## src/rtl/uart_apb_pkg.sv

```systemverilog
package uart_apb_pkg;
  localparam int unsigned DEC_W = 8;

  localparam logic [DEC_W-1:0] OFS_DATA     = 8'h00;
  localparam logic [DEC_W-1:0] OFS_DATA_ALT = 8'h03;
  localparam logic [DEC_W-1:0] OFS_STAT     = 8'h04;
  localparam logic [DEC_W-1:0] OFS_CTRL     = 8'h08;

  // control bit positions that carry behaviour
  localparam int unsigned CB_RX_ON  = 0;
  localparam int unsigned CB_TX_ON  = 1;
  localparam int unsigned CB_RX_IRQ = 2;
  localparam int unsigned CB_TX_IRQ = 3;

  // status bit positions
  localparam int unsigned SB_AVAIL   = 0;
  localparam int unsigned SB_TSH_MT  = 1;
  localparam int unsigned SB_TQ_MT   = 2;
  localparam int unsigned SB_RQ_HALF = 8;
  localparam int unsigned SB_RQ_FULL = 10;

  typedef enum logic [1:0] {
    RSEL_DATA,
    RSEL_STAT,
    RSEL_CTRL,
    RSEL_NONE
  } reg_sel_e;
endpackage

```

## src/rtl/uab_decode.sv

```systemverilog
module uab_decode
  import uart_apb_pkg::*;
(
  input  logic [DEC_W-1:0] offs,
  output reg_sel_e         sel
);
  always_comb begin
    unique case (offs)
      OFS_DATA, OFS_DATA_ALT: sel = RSEL_DATA;
      OFS_STAT:               sel = RSEL_STAT;
      OFS_CTRL:               sel = RSEL_CTRL;
      default:                sel = RSEL_NONE;
    endcase
  end
endmodule

```

## src/rtl/uab_rx_fifo.sv

```systemverilog
module uab_rx_fifo #(
  parameter int unsigned DEPTH = 16,
  parameter int unsigned WIDTH = 8,
  localparam int unsigned PTR_W = (DEPTH > 1) ? $clog2(DEPTH) : 1,
  localparam int unsigned CNT_W = $clog2(DEPTH + 1)
) (
  input  logic             clk,
  input  logic             rst_n,
  input  logic             push,
  input  logic [WIDTH-1:0] din,
  input  logic             pop,
  output logic [WIDTH-1:0] dout,
  output logic [CNT_W-1:0] fill,
  output logic             full,
  output logic             empty
);
  logic [WIDTH-1:0] mem [DEPTH];
  logic [PTR_W-1:0] wr_ptr, rd_ptr;

  function automatic logic [PTR_W-1:0] bump(input logic [PTR_W-1:0] p);
    return (p == PTR_W'(DEPTH - 1)) ? '0 : p + PTR_W'(1);
  endfunction

  wire do_push = push && !full;
  wire do_pop  = pop && !empty;

  assign full  = (fill == CNT_W'(DEPTH));
  assign empty = (fill == '0);
  assign dout  = mem[rd_ptr];

  always_ff @(posedge clk) begin
    if (do_push) mem[wr_ptr] <= din;
  end

  always_ff @(posedge clk) begin
    if (!rst_n) begin
      wr_ptr <= '0;
      rd_ptr <= '0;
      fill   <= '0;
    end else begin
      if (do_push) wr_ptr <= bump(wr_ptr);
      if (do_pop)  rd_ptr <= bump(rd_ptr);
      case ({do_push, do_pop})
        2'b10:   fill <= fill + CNT_W'(1);
        2'b01:   fill <= fill - CNT_W'(1);
        default: fill <= fill;
      endcase
    end
  end
endmodule

```

## src/rtl/uab_irq_pulse.sv

```systemverilog
module uab_irq_pulse (
  input  logic clk,
  input  logic rst_n,
  input  logic rx_evt,
  input  logic rx_en,
  input  logic tx_evt,
  input  logic tx_en,
  output logic irq
);
  always_ff @(posedge clk) begin
    if (!rst_n) irq <= 1'b0;
    else        irq <= (rx_evt && rx_en) || (tx_evt && tx_en);
  end
endmodule

```

## src/rtl/uart_apb_frontend.sv

```systemverilog
module uart_apb_frontend
  import uart_apb_pkg::*;
#(
  parameter int unsigned ADDR_W   = 12,
  parameter int unsigned RX_DEPTH = 16,
  localparam int unsigned CNT_W   = $clog2(RX_DEPTH + 1)
) (
  input  logic              clk,
  input  logic              rst_n,
  input  logic              psel,
  input  logic              penable,
  input  logic              pwrite,
  input  logic [ADDR_W-1:0] paddr,
  input  logic [31:0]       pwdata,
  output logic [31:0]       prdata,
  output logic              pready,
  output logic              pslverr,
  input  logic              rx_valid,
  input  logic [7:0]        rx_data,
  output logic              rx_ready,
  output logic              tx_valid,
  output logic [7:0]        tx_data,
  input  logic              tx_ready,
  output logic              irq
);
  localparam logic [CNT_W-1:0] HALF_MARK = CNT_W'(RX_DEPTH / 2);

  reg_sel_e         sel;
  logic [31:0]      ctrl_q;
  logic [31:0]      status;
  logic [7:0]       q_head;
  logic [CNT_W-1:0] fill;
  logic             q_full, q_empty;
  logic             acc, rd_acc, wr_acc, rx_take, rx_store, rd_pop, tx_fire;

  uab_decode u_dec (.offs(paddr[DEC_W-1:0]), .sel(sel));

  assign acc    = psel && penable;
  assign rd_acc = acc && !pwrite;
  assign wr_acc = acc && pwrite;

  // receive stream: always drained unless full, stored only when enabled
  assign rx_ready = !q_full;
  assign rx_take  = rx_valid && rx_ready;
  assign rx_store = rx_take && ctrl_q[CB_RX_ON];
  assign rd_pop   = rd_acc && (sel == RSEL_DATA) && !q_empty;

  uab_rx_fifo #(.DEPTH(RX_DEPTH), .WIDTH(8)) u_rxq (
    .clk   (clk),
    .rst_n (rst_n),
    .push  (rx_store),
    .din   (rx_data),
    .pop   (rd_pop),
    .dout  (q_head),
    .fill  (fill),
    .full  (q_full),
    .empty (q_empty)
  );

  // transmit stream: unbuffered, lives only in the access phase
  assign tx_valid = wr_acc && (sel == RSEL_DATA) && ctrl_q[CB_TX_ON];
  assign tx_data  = pwdata[7:0];
  assign tx_fire  = tx_valid && tx_ready;

  always_ff @(posedge clk) begin
    if (!rst_n)                             ctrl_q <= '0;
    else if (wr_acc && (sel == RSEL_CTRL))  ctrl_q <= pwdata;
  end

  always_comb begin
    status               = '0;
    status[SB_AVAIL]     = !q_empty;
    status[SB_TSH_MT]    = 1'b1;
    status[SB_TQ_MT]     = 1'b1;
    status[SB_RQ_HALF]   = (fill >= HALF_MARK);
    status[SB_RQ_FULL]   = q_full;
  end

  always_comb begin
    prdata = '0;
    if (rd_acc) begin
      unique case (sel)
        RSEL_DATA: prdata = q_empty ? 32'h0 : {24'h0, q_head};
        RSEL_STAT: prdata = status;
        RSEL_CTRL: prdata = ctrl_q;
        default:   prdata = '0;
      endcase
    end
  end

  uab_irq_pulse u_irq (
    .clk    (clk),
    .rst_n  (rst_n),
    .rx_evt (rx_store),
    .rx_en  (ctrl_q[CB_RX_IRQ]),
    .tx_evt (tx_fire),
    .tx_en  (ctrl_q[CB_TX_IRQ]),
    .irq    (irq)
  );

  assign pready  = 1'b1;
  assign pslverr = 1'b0;
endmodule

```

## config.mk

```make
export PLATFORM = sky130hd
export DESIGN_NAME = uart_apb_frontend
export DESIGN_NICKNAME = d
export VERILOG_FILES = /design/src/rtl/uart_apb_pkg.sv /design/src/rtl/uab_decode.sv /design/src/rtl/uab_rx_fifo.sv /design/src/rtl/uab_irq_pulse.sv /design/src/rtl/uart_apb_frontend.sv
export SDC_FILE = /design/constraint.sdc
export NUM_CORES = 1
export LEC_CHECK = 0
export ABC_AREA = 1
export BUFFER_PORTS_ARGS = -buffer_cell sky130_fd_sc_hd__buf_2
export CORE_MARGIN = 1.5
export CORE_UTILIZATION = 58
export DETAILED_ROUTE_END_ITERATION = 10
export GPL_TIMING_DRIVEN = 0
export PLACE_DENSITY = 0.77
export REMOVE_ABC_BUFFERS = 1
export SYNTH_ARGS = -nofsm -noshare
export SYNTH_HDL_FRONTEND = slang
export SYNTH_HIERARCHICAL = 1
export SYNTH_SLANG_ARGS = --single-unit
```

## constraint.sdc

```tcl
create_clock -name clk -period 2.95 [get_ports clk]
set_input_delay 0.295 -clock clk [delete_from_list [all_inputs] [get_ports clk]]
set_output_delay 0.295 -clock clk [all_outputs]
set_load 0.01 [all_outputs]
```

Word-level counts from Yosys, hierarchy flattened
Memories as Yosys holds them, arrays and structs flattened. A register that Yosys moved wholly into a read port is not among the register bits.
Index checks and enable logic that the tools add are counted.
{"block": "classes", "n_addsub": 4, "n_lt_le_gt_ge": 1, "eq_ne": 10, "n_mux": 11, "reduce_logical": 24}
{"op": "32-bit one-hot mux with 3 select lines", "count": 1}
{"op": "32-bit 2-to-1 mux", "count": 1}
{"op": "4-bit 2-to-1 mux", "count": 4}
{"op": "1-bit logical AND", "count": 15}
{"op": "5-bit one-hot mux with 2 select lines", "count": 1}
{"op": "4-bit by 1-bit adder with 4-bit output (second input constant)", "count": 2}
{"op": "4-bit equality test (second input constant)", "count": 2}
{"op": "8-bit by 2-bit equality test with 1-bit output (second input constant)", "count": 1}
{"op": "8-bit by 3-bit equality test with 1-bit output (second input constant)", "count": 1}
{"op": "8-bit by 4-bit equality test with 1-bit output (second input constant)", "count": 1}
{"op": "8-bit logical NOT", "count": 1}
{"op": "8-bit 2-to-1 mux", "count": 1}
{"op": "2-bit one-hot mux with 3 select lines", "count": 1}
{"op": "5-bit by 1-bit adder with 5-bit output (second input constant)", "count": 1}
{"op": "5-bit equality test (second input constant)", "count": 1}
{"op": "5-bit by 4-bit >= comparator with 1-bit output (second input constant)", "count": 1}
{"op": "5-bit logical NOT", "count": 1}
{"op": "5-bit by 1-bit subtractor with 5-bit output (second input constant)", "count": 1}
{"op": "2-bit by 1-bit equality test with 1-bit output (second input constant)", "count": 2}
{"op": "2-bit equality test (second input constant)", "count": 2}
{"op": "1-bit logical NOT", "count": 3}
{"op": "2-bit logical NOT", "count": 1}
{"op": "1-bit 2-to-1 mux", "count": 2}
{"op": "2-bit nonzero test", "count": 1}
{"op": "other kinds (2)", "count": 2}
{"block": "totals", "ff_bits": 46, "mem_bits_rw": 128, "input_bits": 59, "out_inout_bits": 45, "word_cells": 56, "n_memories": 1}
{"memory": "u_rxq.mem", "depth": 16, "word_bits": 8, "rd": 1, "rd_ports_with_merged_regs": 1, "wr": 1, "line": "uab_rx_fifo.sv:17", "rtl": "logic [WIDTH-1:0] mem [DEPTH];"}

Logic depth before layout (Yosys ltp)
Gate-level depths: netlist of run 1.
{"block": "depth", "word_depth": 9, "mapped_depth": 23, "ltp_nobuf": 22}

Hierarchy
The synthesis of run 1 kept the hierarchy.
{"module": "uab_rx_fifo", "n_inst": 1, "cells_per_inst": 549, "area_each_um2": 6218.5, "seq_area_each_um2": 4184.0}
{"module": "uart_apb_frontend", "n_inst": 1, "cells_per_inst": 322, "area_each_um2": 1989.4, "seq_area_each_um2": 640.6}
{"module": "uab_decode", "n_inst": 1, "cells_per_inst": 20, "area_each_um2": 86.3, "seq_area_each_um2": 0.0}
{"module": "uab_irq_pulse", "n_inst": 1, "cells_per_inst": 5, "area_each_um2": 40.0, "seq_area_each_um2": 20.0}

Least setup slack after synthesis of run 1
OpenSTA, ideal clock, no wires.
{"block": "synth_timing", "path_type": "input to register", "from": "in paddr[5]", "to": "reg u_rxq.fill[2]", "arrival_time_ps": 2554, "required_time_ps": 2835, "path_slack_ps": 280, "path_stages": 20, "cell_sequence": "nor2_1 -> nand2_1 -> nor2_1 -> o21bai_1 -> nor2_2 -> nand2_1 -> nor2_1 -> nand2_1 -> inv_1 -> ha_1 -> buf_2 -> nand2_1 -> inv_1 -> nor2_2 -> ha_1 -> inv_1 -> nand2_1 -> xor2_1 -> o21ai_0 -> inv_1"}
{"block": "synth_between", "elab_chain_cells": 9}
{"element": "start: declaration", "line": "uart_apb_frontend.sv:13", "rtl": "input logic [ADDR_W-1:0] paddr,"}
{"element": "8-bit by 2-bit equality test with 1-bit output or 8-bit logical NOT (tied branches)", "line": "uab_decode.sv:8", "rtl": "unique case (offs)"}
{"element": "2-bit OR reduction", "line": "uab_decode.sv:8"}
{"element": "2-bit one-hot mux with 3 select lines (*)", "line": "uab_decode.sv:8"}
{"element": "named net sel[0]", "line": "uart_apb_frontend.sv:28", "rtl": "reg_sel_e sel;"}
{"element": "2-bit logical NOT (*)", "line": "uart_apb_frontend.sv:46", "rtl": "assign rd_pop = rd_acc && (sel == RSEL_DATA) && !q_empty;"}
{"element": "1-bit logical AND (*) (2 in series)", "line": "uart_apb_frontend.sv:46"}
{"element": "named net rd_pop", "line": "uart_apb_frontend.sv:34", "rtl": "logic acc, rd_acc, wr_acc, rx_take, rx_store, rd_pop, tx_fire;"}
{"element": "1-bit logical AND (*)", "line": "uab_rx_fifo.sv:25", "rtl": "wire do_pop = pop && !empty;"}
{"element": "2-bit by 1-bit equality test with 1-bit output or 2-bit equality test (tied branches)", "line": "uab_rx_fifo.sv:43", "rtl": "case ({do_push, do_pop})"}
{"element": "5-bit one-hot mux with 2 select lines or 2-bit nonzero test (tied branches)"}
{"element": "end signal: assignment", "line": "uab_rx_fifo.sv:44", "rtl": "2'b10: fill <= fill + CNT_W'(1);"}
{"element": "end signal: assignment", "line": "uab_rx_fifo.sv:45", "rtl": "2'b01: fill <= fill - CNT_W'(1);"}
{"element": "end signal: assignment", "line": "uab_rx_fifo.sv:46", "rtl": "default: fill <= fill;"}
{"element": "end: declaration", "line": "uab_rx_fifo.sv:13", "rtl": "output logic [CNT_W-1:0] fill,"}
The timed path passes the listed nets; every way through them passes the cells marked *.
A chain may end at the register's enable or synchronous reset.

==> results.md, run 1 <==
- Status: complete, no violations
- Layout cells sized above 1: 0.188
- MaxCap Viol Count: 0
- Min Tclk post-route: between 2 and 3 ns
- R2R Setup Slk: 0.38 ns
- Cell mode on critical path: nand2_1
- Cell Area, Synth: 8330 um2
- Placed cell area: 8760 um2
- Post-DRT Antenna Nets: 0
- Mean Syn Cell Area: just over 9 um2
- Routed length per instance: between 15 and 20 um
- Worst Path Class, Setup: register to output port
- Simple-Gate Fraction of Synth Area: 0.199
- Yosys Warn Count: 6
- Mux share of post-synthesis cell area: 0
- Adder-Cell Fraction of Synth Area: 0.0120
- EDFF count, synth: about 130
- HPWL Detailed: 10,500 um
- Worst setup SP type: register
- CORE AREA: 13,900 um2
- Root buf cell: clkbuf_16
- Power Total: about 5.4 mW
- Leakage dissipation: between 3 and 4 nW
- GRT Total Usage: 0.238
- Max transition margin: 0.315
- Layout area overhead: 13.8%
- Post-synthesis xor/xnor area fraction: 0.00525
- Clock buffer depth: 2
- Final instance area: 9490 um2
- Vias in the first global route: between 5,000 and 6,000
- Synth Instances: ~900
- Worst R2R End: u_rxq/mem[14][1]$_DFFE_PP_
- Critical path peak fanout: 17
- Worst setup EP type: output port
- Ports: ~100
- DRT Wirelength: ~18,000 um
- Max Freq: approximately 360 MHz
- Largest net degree at the start of global routing: 90
- Setup violators final: 0
- Ys async rst share: 0
- CTS tree: yes
- Critical Path RT: ~2.7 ns
- Largest family of logic cells by synthesized area: simple AND/OR/NAND/NOR gates
- Final #Nets: 1,033
- Latest clock arrival within the worst-skew pair: about 0.43 ns
- Power density over the cells: around 570 nW/um2
- Inserted Diodes: 0
- Unique cell type count in the Yosys netlist: 32
- Die area: around 15,000 um2
- Tcrit/Tclk final: 0.936
- DRC Markers: 0
- Initial Util: 0.598
- Post-synthesis register bit count: 178
- Placer Congestion: 0.836
- Die width: approximately 120 um
- CP max stage delay: approximately 0.63 ns
- Reg clk slew, reported paths: around 0.070 ns
- Worst-path cell chain: inv_1 -> nand3_1 -> nand3_1 -> nand2_1 -> nand2_1 -> nand2_1 -> o21ai_0 -> nor2_1 -> buf_2
- Worst Path Arrival: around 2.5 ns
- Top FF cell, synth: edfxtp_1
- Row cnt: 43
- Slew Viols, Final: 0
- Fin. Hold Viols: 0
- Worst R2R Path Depth: 8
- Hold_buf cts: 0
- Slew @ Worst Pin: ~1.0 ns
- TritonCTS buffer count: 17
- Worst vdd ir: 0.435 mV
- Htree depth: 4
- RR Startpoint: u_rxq/fill[3]$_SDFFE_PN0P_
- 1st-pass router iterations: 6
- Fraction of the mapped netlist area in compound gates: 0.0983
- CP max-delay cell: dfxtp_2
- DR vias: 6,212
- Hold EP: ctrl_q[30]$_SDFFE_PN0P_
- Congestion Overflow GR: 0
- Sequential share of the synthesized area: 0.581
- Global-route wire length before repair: roughly 27,000 um
- Worst hold start: pwdata[30]
- Fin Clk Skew: 0.00717 ns
- Clock sinks: ~180
- Hold Crit Class: input port to register
- RSZ-0062 raised after global routing: false
- Hold slack: ~0.17 ns
- IO Port Bufs: 97
- Initial antenna violation count: 0
- Die Height: ~120 um
- Vias per inst: about 5.4
- Initial DRC count: approximately 530
- Worst Hold Path Cells: 5
-- worst max-delay path by stage --
stage | from | endpoint | cells past startpoint
final | register | prdata[1] | 9
after global routing | register | prdata[1] | 9
after CTS | paddr[0] | u_rxq/fill[2]$_SDFFE_PN0P_ | 20
after detailed placement | paddr[4] | u_rxq/fill[2]$_SDFFE_PN0P_ | 20
after global placement | register | prdata[1] | 9
after floorplan | register | prdata[1] | 8
-- synth_stat cells (3+ instances only) --
master / count / area share
clkbuf_1: 6 / 0.0027
xor2_1: 4 / 0.0042
inv_2: 3 / 0.0014
nand2_1: 140 / 0.063
inv_1: 127 / 0.057
buf_6: 12 / 0.016
nand3_1: 97 / 0.058
dfxtp_1: 50 / 0.12
nand2_2: 10 / 0.0075
a21oi_2: 9 / 0.0095
ha_1: 8 / 0.012
nor2_1: 129 / 0.058
buf_1: 4 / 0.0018
a21oi_1: 42 / 0.025
buf_2: 20 / 0.012
o211ai_2: 10 / 0.015
o211ai_1: 22 / 0.020
o21ai_0: 43 / 0.026
nor2_2: 5 / 0.0038
edfxtp_1: 128 / 0.46
buf_4: 11 / 0.0099
-- layout by cell type (no fill, tap or decap), types with 2 or more instances in the layout --
cell,count
bufinv_16,6
xor2_1,4
o21ai_0,43
buf_2,97
buf_4,4
inv_1,124
conb_1,2
ha_1,7
dfxtp_1,47
o21bai_1,2
inv_6,2
nor2_2,5
buf_16,2
edfxtp_1,128
inv_2,5
clkinvlp_4,6
nand4_1,2
a21oi_2,9
nand2_2,10
nand2_1,140
o211ai_1,22
dfxtp_4,2
nor2_4,2
nand3_1,97
nand3b_1,2
a21oi_1,42
nor2_1,128
o211ai_2,10
o21ai_1,2
clkbuf_16,17
-- metal layers --
metal / wire (um) / up-vias / track usage
li1: - / 3068 / -
met1: 7780 / 2907 / 0.323
met2: 8610 / 206 / 0.373
met3: 863 / 31 / 0.0465
met4: 425 / 0 / 0.109
met5: 0 / - / 0
-- cells by family after synthesis --
group	Yosys count
DFF	178
other	2
xor gates and xnor gates	5
and+or+nand+nor	389
buffers and inverters	184
adders and majority gates	8
AOI/OAI and AO/OA	130
-- sequential cells by signal (all words and copies together) (netlist names), named ones only --
register and count:
u_rxq/fill 5, u_irq/irq 1, ctrl_q 32, u_rxq/wr_ptr 4, u_rxq/rd_ptr 4, u_rxq/mem 128
-- critical path: cells and delay by family (launching register included) --
kind,cells,cell delay (ns)
buffers and inverters,2,0.62
DFF,1,0.63
and+or+nand+nor,6,0.70
AOI/OAI and AO/OA,1,0.07
-- stage by stage --
step / setup TNS [ns] / utilization / cells / worst slack, ns
3_5_place_dp: -0.871 / 0.628 / 1122 / -0.316
6_report: 0 / 0.681 / 1159 / 0.190
4_1_cts: 0 / 0.677 / 1154 / 0.0965
3_3_place_gp: -14.81 / 0.623 / 1119 / -1.86
5_1_grt: 0 / 0.681 / 1159 / 0.0542
2_1_floorplan: -4.14 / - / 842 / -0.568
-- area by class of cell --
class / count / area (um2)
clock inverters: 15 / 255
well taps: 180 / 225
repair buffers: 104 / 591
multi-input cells: 534 / 2640
inverters: 130 / 492
flip-flops and latches: 178 / 4850
repair inverters: 1 / 5.00
fillers: 1076 / 4450
clock buffers: 17 / 425
-- report_power, final --
group / internal, mW / leakage, nW / total (mW) / switching, mW
sequential: 2.67 / 1.55 / 2.67 / 0.000542
combinational: 0.0487 / 1.86 / 0.137 / 0.0880
clock: 1.60 / 0.314 / 2.56 / 0.958
-- timing repair --
action                     CTS  global route
cloned                       0             1
gates resized for setup      1             6
hold endpoints to repair     0             0
setup endpoints to repair    8             6
pin swaps                    0             1
setup buffers                0             4
No activity file was read; power rests on OpenSTA's default activity.
==> run 2, diff against run 1 <==
Clock period 2.95 ns to 3 ns, I/O delays scaled along.
==> run 2 against run 1 <==
  * Clock power decreased by 2%
  * Setup slack improved by 0.027 ns
  * Wire length decreased by 0.74%
  * Clock-buffer cell count unchanged
  * Total power decreased by 1.7%
  * Combinational power about the same
  * Design area about the same
  * Worst hold slack improved by 0.0059 ns
  * Sequential share of layout area about the same
  * Critical path type unchanged
==> results.md, run 2 (synthesized netlist as in run 1, its figures left out) <==
- Layout cells sized above 1: 0.187 (-0.00102)
- DRC Markers: 0 (unchanged)
- TritonCTS buffer count: 17 (unchanged)
- Die Height: 123 um (unchanged)
- Post-DRT Antenna Nets: 0 (unchanged)
- Biggest regs: u_rxq/mem (128), ctrl_q (32), u_rxq/fill (5)
- HPWL Detailed: 10,500 um (unchanged)
- Setup TNS: 0 ns (unchanged)
- Vias in the first global route: 5,438 (unchanged)
- Worst setup EP type: output port
- Largest register by flop count: u_rxq/mem
- Min Tclk post-route: roughly 2.8 ns
- Worst R2R Path Depth: 18 (+10)
- Worst vdd ir: 0.427 mV (-1.8%)
- 1st-pass router iterations: 8 (+2)
- Max reg flops: 128 (unchanged)
- Post-Layout Cell Count: 1,159 (unchanged)
- Latest clock arrival within the worst-skew pair: 0.43 ns (about the same)
- Final #Nets: 1,033 (unchanged)
- Initial DRC count: 505 (-4.2%)
- Largest net degree at the start of global routing: 90 (unchanged)
- Clock sinks: 178 (unchanged)
- Reg clk slew, reported paths: 0.07 ns (about the same)
- Htree depth: 4 (unchanged)
- Max transition margin: 0.311 (-0.00396)
- DR vias: 6,185 (-0.43%)
- Leakage dissipation: 3.73 nW (about the same)
- Power density over the cells: 556 nW/um2 (-1.7%)
- Fin. Hold Viols: 0 (unchanged)
- Critical path peak fanout: 34 (+17)
- Tcrit/Tclk final: 0.927
- Worst Path Arrival: 2.48 ns (+0.02 ns)
- Initial antenna violation count: 0 (unchanged)
- Power Total: 5.27 mW (-1.7%)
- Slew @ Worst Pin: 1.03 ns (+0.00592 ns)
- CTS tree: yes
- Hold Crit Class: input port to register
- Placed cell count: 1,122 (unchanged)
- RSZ-0062 raised after global routing: false
- Layout area overhead: 13.8% (about the same)
- Row cnt: 43 (unchanged)
- GRT Total Usage: 0.238 (unchanged)
- Status: complete, no violations
- IO Port Bufs: 97 (unchanged)
- Inserted Diodes: 0 (unchanged)
- Die area: 15,100 um2 (unchanged)
- Congestion Overflow GR: 0 (unchanged)
- Routed length per instance: 15.1 um (-0.74%)
- Critical Path RT: 2.70 ns (+0.05 ns)
- Placer Congestion: 0.836 (unchanged)
- R2R Setup Slk: 0.40 ns (+0.02 ns)
- Most common cell after layout, fill and taps aside: nand2_1
- CORE AREA: 13,900 um2 (unchanged)
- Worst Path Class, Setup: register to output port
- Slew Viols, Final: 0 (unchanged)
- Critical Path End: prdata[4]
- Root buf cell: clkbuf_16
- Global-route wire length before repair: 26,900 um (unchanged)
- Vias per inst: 5.34 (-0.43%)
- RR Startpoint: u_rxq/fill[4]$_SDFFE_PN0P_
- MaxCap Viol Count: 0 (unchanged)
- Most frequent cells in the layout: 140 x nand2_1, 128 x nor2_1, 128 x edfxtp_1, 125 x inv_1
- Clock buffer depth: 2 (unchanged)
- Worst setup SP type: register
- Initial Util: 0.598 (unchanged)
- Die width: 123 um (unchanged)
- DRT Wirelength: 17,600 um (-0.74%)
- Setup violators final: 0 (unchanged)
- Worst R2R End: u_rxq/fill[2]$_SDFFE_PN0P_
- Max Freq: roughly 360 MHz
- Hold_buf cts: 0 (unchanged)
- Fin Clk Skew: 0.00598 ns (-0.00119 ns)
- Filler cells: 1,075 (-0.093%)
- Ports: 104 (unchanged)
run 2: cell counts in the layout (fill, tap and decap cells not counted):
No cell type changed its count.
run 2: metal layers:
layer	wire, um	track usage	share of wire	up-vias
li1	-	-	-	3069
met1	7560	0.323	0.43	2886
met2	8610	0.373	0.49	198
met3	974	0.0465	0.055	32
met4	411	0.109	0.023	0
met5	0	0	0	-
run 2: critical path, stage by stage (launching register included):
cell     delay [ns]
dfxtp_2        0.84
buf_12         0.28
a21oi_1        0.07
o21ai_0        0.12
nand3_1        0.14
nand3_1        0.15
nand2_1        0.11
nand3_1        0.13
a21oi_2        0.06
buf_2          0.14
run 2: layout make-up:
type	count	area, um2	share of cell area
Sequential cell	178	4850	0.511
Multi-Input combinational cell	534	2640	0.278
Timing Repair Buffer	104	591	0.0623
Inverter	130	492	0.0518
Clock buffer	17	425	0.0448
Clock inverter	15	255	0.0269
Tap cell	180	225	0.0237
Timing Repair inverter	1	5.00	0.000528
run 2: what timing repair did:
| action | CTS | global route |
|---|---|---|
| hold endpoints to repair | 0 | 0 |
| pin swaps | 0 | 1 |
| gates cloned | 0 | 1 |
| setup endpoints to repair | 8 | 4 |
| setup buffers | 0 | 4 |
| gates resized for setup | 1 | 4 |
run 2: how the worst min path moves through the flow:
stage | startpoint | end | slack (ns) | cells after the start
after floorplan | rx_data[0] | u_rxq/mem[0][0]$_DFFE_PP_ | 0.40 | 0
after global placement | ctrl_q[22]$_SDFFE_PN0P_ | ctrl_q[22]$_SDFFE_PN0P_ | 0.46 | 2
after detailed placement | ctrl_q[24]$_SDFFE_PN0P_ | ctrl_q[24]$_SDFFE_PN0P_ | 0.47 | 2
after CTS | pwdata[9] | ctrl_q[9]$_SDFFE_PN0P_ | 0.17 | 5
after global routing | pwdata[26] | ctrl_q[26]$_SDFFE_PN0P_ | 0.19 | 5
final | pwdata[9] | ctrl_q[9]$_SDFFE_PN0P_ | 0.18 | 5
run 2: where the power goes:
group,switching (mW),internal (mW)
Combinational,0.0863,0.0479
Sequential,0.000534,2.63
Clock,0.938,1.57
run 2: per-stage QoR:
stage	hold WS [ns]	setup WS, ns	util	instance area, um2
2_1_floorplan	0.399	-0.523	-	7960
3_3_place_gp	0.462	-1.81	0.623	8670
3_5_place_dp	0.472	-0.271	0.628	8760
4_1_cts	0.170	0.142	0.677	9440
5_1_grt	0.194	0.0245	0.681	9490
6_report	0.177	0.218	0.681	9490
==> run 3, diff against run 2 <==
Settings changed: CORE_UTILIZATION 58 to 50, PLACE_DENSITY 0.77 to 0.67, SKIP_CTS_REPAIR_TIMING from default to 1, SLEW_MARGIN from default to 25.
==> run 3 against run 2 <==
  * Non-clock buffer count fell by 2
  * Final cell count rose by 3.2%
  * Clock power fell by 18%
  * Design area fell by 1.3%
  * Maximum frequency rose by 0.76%
  * Via count fell by 2.8%
  * Sequential share of layout area rose by 0.68 points
  * First-iteration DRC count fell by 4.4%
  * Clock skew rose by 0.0014 ns
  * Sequential power barely moved
  * Critical path depth rose by 2
  * Die area rose by 16%
  * Largest cell class unchanged
==> results.md, run 3 (synthesized netlist as in run 1, its figures left out) <==
- Clock buffer depth: 2 (unchanged)
- RSZ-0062 raised after global routing: false
- CP max-delay cell: dfxtp_4
- DP Worst Slack: -0.285 ns (-0.0140 ns)
- Initial Util: 0.508 (-0.0901)
- Worst vdd ir: 0.349 mV (-18%)
- Max reg flops: 128 (unchanged)
- Filler cells: 1,436 (+34%)
- Core Util, Final: 0.571 (-0.110)
- Worst Path Buf+Inv: 3 (+1)
- Min Tclk post-route: 2.76 ns (-0.0210 ns)
- CP max stage delay: 0.54 ns (-0.30 ns)
- Initial antenna violation count: 0 (unchanged)
- Power density over the cells: 513 nW/um2 (-7.7%)
- Multi-input gate area: 2650 um2 (+0.19%)
- Inserted Diodes: 0 (unchanged)
- Initial DRC count: 483 (-4.4%)
- Most frequent cells in the layout: 140 x nand2_1, 128 x nor2_1, 128 x edfxtp_1, 124 x inv_1
- Layout area overhead: 12.4%
- Placer Congestion: 0.802 (-4.1%)
- Largest net degree at the start of global routing: 63 (-30%)
- Worst Path Class, Setup: register to output port
- Max transition margin: 0.359 (+0.0478)
- MaxCap Viol Count: 0 (unchanged)
- Die width: 132 um (+7.5%)
- CP top delay family: buffers and inverters
- Root buf cell: clkbuf_16
- Layout cells sized above 1: 0.179 (-0.00762)
- Cell mode on critical path: nand2_1
- Routed length per instance: 14.2 um (-6.0%)
- Worst setup EP type: output port
- Setup violators final: 0 (unchanged)
- DRT Wirelength: 17,000 um (-3.0%)
- Global-route wire length before repair: 27,500 um (+2.2%)
- Leakage dissipation: 3.67 nW (-1.7%)
- Clock sinks: 178 (unchanged)
- Reg clk slew, reported paths: 0.06 ns (about the same)
- Row cnt: 47 (+9.3%)
- Most common cell after layout, fill and taps aside: nand2_1
- Sequential Area: 4850 um2 (about the same)
- CTS tree: yes
- Vias per inst: 5.03 (-5.8%)
- Max Freq: 362 MHz (+0.76%)
- Congestion Overflow GR: 0 (unchanged)
- Fin. Hold Viols: 0 (unchanged)
- IO Port Bufs: 97 (unchanged)
- Slew Viols, Final: 0 (unchanged)
- Largest register by flop count: u_rxq/mem
- Placed cell count: 1,162 (+3.6%)
- Worst-path cell chain: buf_12 -> buf_12 -> o211ai_1 -> nand3_1 -> nand3_1 -> nand2_1 -> nand2_1 -> nand2_1 -> o21ai_0 -> nor2_1 -> buf_2
- Post-Layout Cell Count: 1,196 (+3.2%)
- Worst setup SP type: register
- Die area: 17,500 um2 (+16%)
- Critical path peak fanout: 52 (+53%)
- CORE AREA: 16,400 um2 (+18%)
- GRT Total Usage: 0.202 (-0.0363)
- Biggest regs: u_rxq/mem (128), ctrl_q (32), u_rxq/fill (5)
- Fin Clk Skew: 0.00740 ns (+0.00142 ns)
- Htree depth: 4 (unchanged)
- Slew @ Worst Pin: 0.958 ns (-0.0715 ns)
- Die Height: 132 um (+7.5%)
- Tcrit/Tclk final: 0.920 (-0.00700)
- Final #Nets: 1,030 (-0.29%)
- Worst Path Arrival: 2.46 ns (-0.02 ns)
- TritonCTS buffer count: 17 (unchanged)
- 1st-pass router iterations: 5 (-3)
- Status: complete, no violations
- Hold Crit Class: input port to register
- Post-DRT Antenna Nets: 0 (unchanged)
- Ports: 104 (unchanged)
- Vias in the first global route: 5,493 (+1.0%)
- Latest clock arrival within the worst-skew pair: 0.43 ns (about the same)
- Setup ws final: 0.239 ns (+0.0210 ns)
- DRC Markers: 0 (unchanged)
- DR vias: 6,013 (-2.8%)
- Critical Path RT: 2.70 ns (about the same)
- HPWL Detailed: 11,300 um (+7.2%)
## run 3: area by class of cell
type / instances / area share
Timing Repair Buffer: 102 / 0.0599
Clock inverter: 9 / 0.00895
Sequential cell: 178 / 0.518
Inverter: 130 / 0.0521
Tap cell: 220 / 0.0294
Clock buffer: 23 / 0.0489
Multi-Input combinational cell: 534 / 0.283
## run 3: tightest hold or removal path, delay by kind of cell
kind          cells  cell delay [ns]
simple gates      3             0.18
buf+inv           2             0.11
## run 3: worst paths after layout
check                          endpoint  slack, ns                       start  cells past startpoint
min reg2reg     ctrl_q[22]$_SDFFE_PN0P_       0.48     ctrl_q[22]$_SDFFE_PN0P_                      2
min             ctrl_q[24]$_SDFFE_PN0P_       0.19                  pwdata[24]                      5
max                           prdata[2]       0.24                    register                     11
max reg2reg  u_rxq/fill[4]$_SDFFE_PN0P_       0.44  u_rxq/fill[3]$_SDFFE_PN0P_                     19
## run 3: through the flow
stage,power (mW),hold slack [ns],cell area (um2),setup TNS (ns)
floorplan,2.73,0.399,7960,-3.78
global placement,2.81,0.462,8720,-15.23
detailed placement,2.81,0.471,8800,-0.689
CTS,4.84,0.176,9340,-0.323
global route,4.94,0.197,9370,0
finish,4.80,0.186,9370,0
## run 3: metal layers
layer | GRT usage | vias up | wire, um
met3 | 0.0427 | 18 | 543
met2 | 0.339 | 84 | 8590
met4 | 0.0556 | 0 | 189
met5 | 0 | - | 0
met1 | 0.266 | 2849 | 7710
li1 | - | 3062 | -
## run 3: power by group
| part | leakage (nW) | internal [mW] | switching [mW] |
|---|---|---|---|
| Clock | 0.267 | 1.16 | 0.884 |
| Sequential | 1.55 | 2.63 | 0.000533 |
| Combinational | 1.85 | 0.0433 | 0.0846 |
